<file path="config.mk">
export PLATFORM = sky130hd
export DESIGN_NAME = benes_net
export DESIGN_NICKNAME = d
export VERILOG_FILES = /design/src/rtl/benes_pkg.sv /design/src/rtl/benes_switch.sv /design/src/rtl/benes_cfg_regs.sv /design/src/rtl/benes_fabric.sv /design/src/rtl/benes_net.sv
export SDC_FILE = /design/constraint.sdc
export NUM_CORES = 1
export LEC_CHECK = 0
export BUFFER_PORTS_ARGS = -buffer_cell sky130_fd_sc_hd__clkbuf_2
export CAP_MARGIN = 20
export CORE_AREA = 5 5 179 181
export DETAILED_ROUTE_END_ITERATION = 16
export DIE_AREA = 0 0 184 186
export HOLD_SLACK_MARGIN = 0.08
export PLACE_DENSITY_LB_ADDON = 0.15
export SLEW_MARGIN = 10
export SYNTH_ARGS = -nofsm -noshare
export SYNTH_HDL_FRONTEND = slang
export SYNTH_SLANG_ARGS = --single-unit
</file>
<file path="constraint.sdc">
create_clock -name clk -period 2.35 [get_ports clk]
set_input_delay 0.1175 -clock clk [delete_from_list [all_inputs] [get_ports clk]]
set_output_delay 0.1175 -clock clk [all_outputs]
set_load 0.01 [all_outputs]
</file>
<file path="src/rtl/benes_pkg.sv">
package benes_pkg;

    typedef enum logic [1:0] {
        SW_PASS  = 2'b00,
        SW_SWAP  = 2'b01,
        SW_COPYU = 2'b10,
        SW_COPYL = 2'b11
    } sw_code_e;

    // Number of switch columns for an n-lane network.
    function automatic int column_count(int n);
        return 2 * $clog2(n) - 1;
    endfunction

    // Lane of column s output that feeds lane d of column s+1.
    function automatic int link_src(int n, int s, int d);
        int lg;
        int blk;
        int h;
        int base;
        int r;
        lg   = $clog2(n);
        blk  = (s < lg - 1) ? (n >> s) : (n >> (2 * lg - 3 - s));
        h    = blk / 2;
        base = d - (d % blk);
        r    = d % blk;
        if (s < lg - 1)
            return base + 2 * (r % h) + r / h;
        else
            return base + (r % 2) * h + r / 2;
    endfunction

endpackage

</file>
<file path="src/rtl/benes_switch.sv">
module benes_switch
    import benes_pkg::*;
#(
    parameter int W = 8
) (
    input  logic [W-1:0] up_i,
    input  logic [W-1:0] lo_i,
    input  sw_code_e     code,
    output logic [W-1:0] up_o,
    output logic [W-1:0] lo_o
);
    always_comb begin
        unique case (code)
            SW_PASS:  begin up_o = up_i; lo_o = lo_i; end
            SW_SWAP:  begin up_o = lo_i; lo_o = up_i; end
            SW_COPYU: begin up_o = up_i; lo_o = up_i; end
            default:  begin up_o = lo_i; lo_o = lo_i; end
        endcase
    end
endmodule

</file>
<file path="src/rtl/benes_cfg_regs.sv">
module benes_cfg_regs #(
    parameter int NSW = 20,
    parameter int IW  = 5
) (
    input  logic            clk,
    input  logic            rst,
    input  logic            wr_en,
    input  logic [IW-1:0]   wr_idx,
    input  logic [1:0]      wr_code,
    input  logic            load,
    output logic [2*NSW-1:0] staged_o,
    output logic [2*NSW-1:0] active_o
);
    always_ff @(posedge clk) begin
        if (rst) begin
            staged_o <= '0;
            active_o <= '0;
        end else begin
            if (load)
                active_o <= staged_o;
            if (wr_en && (int'(wr_idx) < NSW))
                staged_o[int'(wr_idx) * 2 +: 2] <= wr_code;
        end
    end
endmodule

</file>
<file path="src/rtl/benes_fabric.sv">
module benes_fabric
    import benes_pkg::*;
#(
    parameter int N = 8,
    parameter int W = 8
) (
    input  logic [2*(column_count(N)*(N/2))-1:0] codes,
    input  logic [N*W-1:0]                       lanes_i,
    output logic [N*W-1:0]                       lanes_o
);
    localparam int NCOL = column_count(N);
    localparam int NROW = N / 2;

    logic [W-1:0] col_in  [NCOL][N];
    logic [W-1:0] col_out [NCOL][N];

    for (genvar s = 0; s < NCOL; s++) begin : g_col
        for (genvar d = 0; d < N; d++) begin : g_link
            if (s == 0) begin : g_first
                assign col_in[s][d] = lanes_i[d*W +: W];
            end else begin : g_wire
                assign col_in[s][d] = col_out[s-1][link_src(N, s-1, d)];
            end
        end
        for (genvar k = 0; k < NROW; k++) begin : g_row
            benes_switch #(.W(W)) u_sw (
                .up_i (col_in[s][2*k]),
                .lo_i (col_in[s][2*k+1]),
                .code (sw_code_e'(codes[(s*NROW+k)*2 +: 2])),
                .up_o (col_out[s][2*k]),
                .lo_o (col_out[s][2*k+1])
            );
        end
    end

    for (genvar d = 0; d < N; d++) begin : g_out
        assign lanes_o[d*W +: W] = col_out[NCOL-1][d];
    end
endmodule

</file>
<file path="src/rtl/benes_net.sv">
module benes_net
    import benes_pkg::*;
#(
    parameter int N       = 8,
    parameter int W       = 8,
    parameter int OUT_REG = 1,
    localparam int NSW    = column_count(N) * (N / 2),
    localparam int IW     = $clog2(NSW)
) (
    input  logic            clk,
    input  logic            rst,
    input  logic            cfg_wr_en,
    input  logic [IW-1:0]   cfg_wr_idx,
    input  logic [1:0]      cfg_wr_code,
    input  logic            cfg_load,
    input  logic [N*W-1:0]  din,
    output logic [N*W-1:0]  dout
);
    logic [2*NSW-1:0] shadow_cfg;
    logic [2*NSW-1:0] active_cfg;
    logic [N*W-1:0]   net_out;

    benes_cfg_regs #(.NSW(NSW), .IW(IW)) u_cfg (
        .clk      (clk),
        .rst      (rst),
        .wr_en    (cfg_wr_en),
        .wr_idx   (cfg_wr_idx),
        .wr_code  (cfg_wr_code),
        .load     (cfg_load),
        .staged_o (shadow_cfg),
        .active_o (active_cfg)
    );

    benes_fabric #(.N(N), .W(W)) u_fab (
        .codes   (active_cfg),
        .lanes_i (din),
        .lanes_o (net_out)
    );

    if (OUT_REG != 0) begin : g_reg
        logic [N*W-1:0] dout_q;
        always_ff @(posedge clk) begin
            if (rst) dout_q <= '0;
            else     dout_q <= net_out;
        end
        assign dout = dout_q;
    end else begin : g_comb
        assign dout = net_out;
    end
endmodule

</file>
Yosys cells after proc, flatten, opt, wreduce, memory -nomap -nowiden:

Cells that the tools add are included.
Widths: inputs -> output; s select.

* register bits after elaboration: 144
* input port bits: 75
* output and inout bits: 64

* $add $sub $neg: 1
* order comparisons: 1
* equal/unequal tests: 40
* shifts and indexed selects: 2
* mux-type cells: 41
* reductions and logical operators: 61

Operators with widths (number)
* $mux 8: 40
* $reduce_or 2->1: 40
* $bwmux 40: 1
* $eq 2x1->1 const B: 20
* $eq 2x2->1 const B: 20
* $logic_not 2->1: 20
* $shift 2x33->40 const A: 1
* $shiftx 2x33->40: 1
* $neg 6->33: 1
* $lt 5x5->1 const B: 1
* $logic_and 1x1->1: 1

Longest topological paths before layout:

* depth after elaboration: 7
* mapped depth: 11

Cells and area by module:

Synthesis repeated with hierarchy kept, for this count alone.

* cell total of the unflattened synthesis: 972
* area, all modules: 11195.7 µm²

By module, submodules not included
* benes_switch: times used 20, cells an instance 23, area each 291.5 µm², sequential area each 0.0 µm²
* benes_cfg_regs: times used 1, cells an instance 377, area each 3447.1 µm², sequential area each 1601.5 µm²
* benes_net: times used 1, cells an instance 135, area each 1918.1 µm², sequential area each 1281.2 µm²

Worst setup path after synthesis:

Ideal clock, no wire load.

* kind: reg-to-reg
* from: reg u_cfg.active_o[7]
* to: reg g_reg.dout_q[0] (netlist: dout[0])
* library setup time: 0.122 ns
* data arrival time: 2.229 ns
* data required time: 2.228 ns
* slack: -0.001 ns
* stages on the path, launching flop included: 9
* cell sequence: dfxtp_1 inv_1 ha_1 clkbuf_1 mux2i_1 nor2_1 a2111oi_0 nor3_1 a221o_1

* word-level cells in the longest chain between the ends: 7

RTL lines
* start: declaration: RTL line benes_cfg_regs.sv:12 `output logic [2*NSW-1:0] active_o`
* start signal: assignment: RTL line benes_cfg_regs.sv:20 `active_o <= staged_o;`
* $eq 2x2->1, or another cell as far along: RTL line benes_switch.sv:13 `unique case (code)`
* $reduce_or 2->1 (no source line)
* $mux 8 (4 in series): RTL line benes_switch.sv:13
* $mux 8 *: RTL line benes_switch.sv:13
* end signal: assignment: RTL line benes_net.sv:44 `else dout_q <= net_out;`
* end: declaration: RTL line benes_net.sv:41 `logic [N*W-1:0] dout_q;`

Mark *: on every way between the ends. The rest lies on a longest branch, timed or not.
A chain may end at the register's enable or synchronous reset.

Worst setup path in the final report:

* from: reg u_cfg.active_o[3]
* to: reg g_reg.dout_q[9] (netlist: dout[9])

Same word-level chain as after synthesis.

==> results by group <==
Timing
  • Final hold vios: 0
  • Total negative slack: 0 ps
  • Tightest Pin Transition: 939 ps
  • Slew HR: a little under two fifths
  • Period utilisation layout: 97.9%
  • Final Critical Period: 2300 ps
  • Final slew viol count: 0
  • Min Hold Slack: 131 ps
  • Skew final: 10.5 ps
  • Setup Viol. Count Final: 0
  • Max Freq: 435 MHz
  • Unrepaired setup endpoints after global routing: true

CTS
  • Clock root buffer: clkbuf_16
  • Clock tree from TritonCTS: built
  • # H-tree levels: 4
  • CTS clk-pin slew, worst paths: 60 ps
  • Clock buffer depth: 2
  • Clk sinks: 144
  • Num CTS Buffers: 17
  • Worst-Skew Late Latency: 440 ps

Min path
  • Hold crit path type: input port to flop
  • Hold path depth: 2
  • Hold EP: u_cfg.active_o[6]
  • Hold_sp: rst

Cells and area
  • Finished Layout Cells: ~1,700
  • Area Overhead vs Synth: 38.4%
  • N_diodes: 0
  • Final Util: 40.9%
  • Layout cell share with drive strength beyond 1: 36.8%
  • Final Cell Area: roughly 12,000 sq um
  • Layout Nets: between 1,000 and 1,500

Logic synthesis
  • Unique masters post-synth: 58
  • Post-synthesis register bit count: 144
  • Post-synth EDFFs: 0
  • Syn Inst Count: a little under 1,000
  • Ranking of synthesized cells by area: dfxtp_1, mux2i_1, ha_1
  • Sequential-to-total area share from yosys stat: 32.2%
  • FFs w/ async S/R, synth: 0%
  • YS warnings: 0
  • Synth area leader: dfxtp_1
  • Synth Area per Inst: roughly 9 sq um
  • Post-Synthesis Cell Area: 8950 sq um
  • Post-synthesis net count: 1,107
  • Yosys top cell area share: about 32%
  • Top FF cell, synth: dfxtp_1

Setup path
  • Critical path class: flop to flop
  • Worst R2R End: dout[9]
  • Worst Setup End Kind: flop
  • Worst r2r src: u_cfg.active_o[3]
  • FF-to-FF setup slack: 50 ps
  • CP required: 2670 ps
  • CP Data Arrival Time: 2620 ps
  • Crit Path Max Fanout: 8
  • R2R cell count: 9
  • Startpoint types: flop

Route
  • DRC viols: 0
  • Vias: between 9,000 and 10,000
  • Vias per cell: 5.42
  • DRT iter0 DRCs: 774
  • WL final: 34.8 mm
  • Post-route ant nets: 0
  • Routed WL per cell: 20.8 microns
  • DR pass1 iterations: 5

Placement
  • Routability cong.: between 0.9 and 1
  • Port-buffer cells: roughly 140
  • Placed insts: 1,636
  • Detailed placement HPWL: 28.2 mm
  • Placed Area: 11,300 sq um

GRT
  • Overall routing resource usage: 19.7%
  • Gr ovfl total: 0
  • Pin count of the biggest net entering global routing: between 40 and 50
  • Vias in the first global route: 8,863
  • Antenna violations before repair: 0
  • First-pass GRT wire length: 51.6 mm

Run
  • Max-Cap Viols: 0

Floorplan
  • Row cnt: 64
  • Core area: 30,300 sq um
  • I/O Pins: around 140
  • Initial Utilization: between 20% and 30%
  • Die ar.: 34,200 sq um
  • Width of the die: 184 microns
  • Die Height: 186 microns

Pwr
  • Cell Pwr Density: between 500 and 600 nW/um^2
  • Peak supply drop: 0.000519 V
  • Leakage: between 0.004 and 0.005 uW

Run status
  • Outcome: completed
[placed cells by master (no fill, tap or decap), drive strengths merged, types with 9 or more instances in the layout]
cell,instances
a221o,32
a2111oi,18
dfxtp,144
nor2,90
nand2,31
o22a,16
o21ai,41
a211oi,18
nor3b,9
inv,55
ha,42
o22ai,49
o221ai,40
buf,176
clkbuf,154
nor4,9
mux2i,170
nand2b,24
nor3,54
a31o,16
[synth_stat cells (31+ instances only)]
master,n
o21ai_0,37
nor2_1,89
o22ai_1,49
clkbuf_1,34
dfxtp_1,144
a221o_1,32
nor3_1,53
mux2i_1,170
inv_1,45
o221ai_1,40
nand2_1,31
ha_1,42
[stage by stage]
stage,setup slack [ps],total power (uW)
finish,48.8,6270
detailed placement,-288,3510
global placement,-275,3510
floorplan,123,3010
global route,-36.6,6490
CTS,-55.6,6260
[worst max path at each step]
stage,startpoint,endpoint,slack [ps],cells past startpoint
after floorplan,u_cfg.active_o[4],dout[10],120,7
after global placement,u_cfg.active_o[2],dout[10],-270,9
after global routing,u_cfg.active_o[1],dout[20],-40,9
final,u_cfg.active_o[3],dout[9],50,9
after CTS,u_cfg.active_o[2],dout[9],-60,9
after detailed placement,u_cfg.active_o[2],dout[10],-290,9
[flip-flops by register name, indices dropped and copies added (netlist names)]
signal and count:
dout 64, u_cfg.staged_o 40, u_cfg.active_o 40
[area by class of cell]
class                           count  area [sq um]
Clock buffer                       17           425
Timing Repair Buffer              314          2080
Inverter                           45           169
Tap cell                          396           495
Multi-Input combinational cell    739          6170
Fill cell                        3113         17900
Clock inverter                     15           163
Sequential cell                   144          2890
[worst max-delay path: stages (launching register included)]
cell and delay (ps):
dfxtp_1 330, inv_1 70, ha_4 270, buf_12 170, mux2i_4 290, mux2i_1 160
a2111oi_1 360, buf_4 180, nor4_1 40, a221o_1 290
[repair_timing]
action / CTS / global route
setup endpoints to repair: 25 / 34
buffers inserted: 0 / 0
hold buffers: 1 / 0
resized for setup: 23 / 94
hold endpoints to repair: 2 / 0
pin swaps: 1 / 5
[per-layer routing]
| layer | track usage, % | vias to the layer above | wire [microns] | part of all wire, % |
|---|---|---|---|---|
| met1 | 24.4 | 4320 | 14600 | 42 |
| li1 | - | 4328 | - | - |
| met2 | 34.2 | 337 | 16800 | 48 |
| met5 | 0 | - | 0 | 0 |
| met4 | 7.42 | 0 | 1310 | 3.8 |
| met3 | 3.60 | 62 | 2090 | 6.0 |
[cells by family (layout without fill, tap and decap cells)]
logic type / count (synthesis) / after routing / share of synthesized area [%]
and+or+nand+nor: 272 / 272 / 15.7
AOI/OAI and AO/OA: 244 / 244 / 21.2
muxes: 178 / 178 / 20.0
DFF: 144 / 144 / 32.2
buffers and inverters: 107 / 391 / 4.70
adders and majority gates: 42 / 42 / 5.87
xor gates and xnor gates: 3 / 3 / 0.294
[report_power, final]
part / internal [uW] / switching, uW / total [uW]
Combinational: 454 / 552 / 1010
Sequential: 2500 / 17.5 / 2520
Clock: 1510 / 1230 / 2740
Total: 4470 / 1800 / 6270
Note: power is estimated with default switching activity, not from simulation.
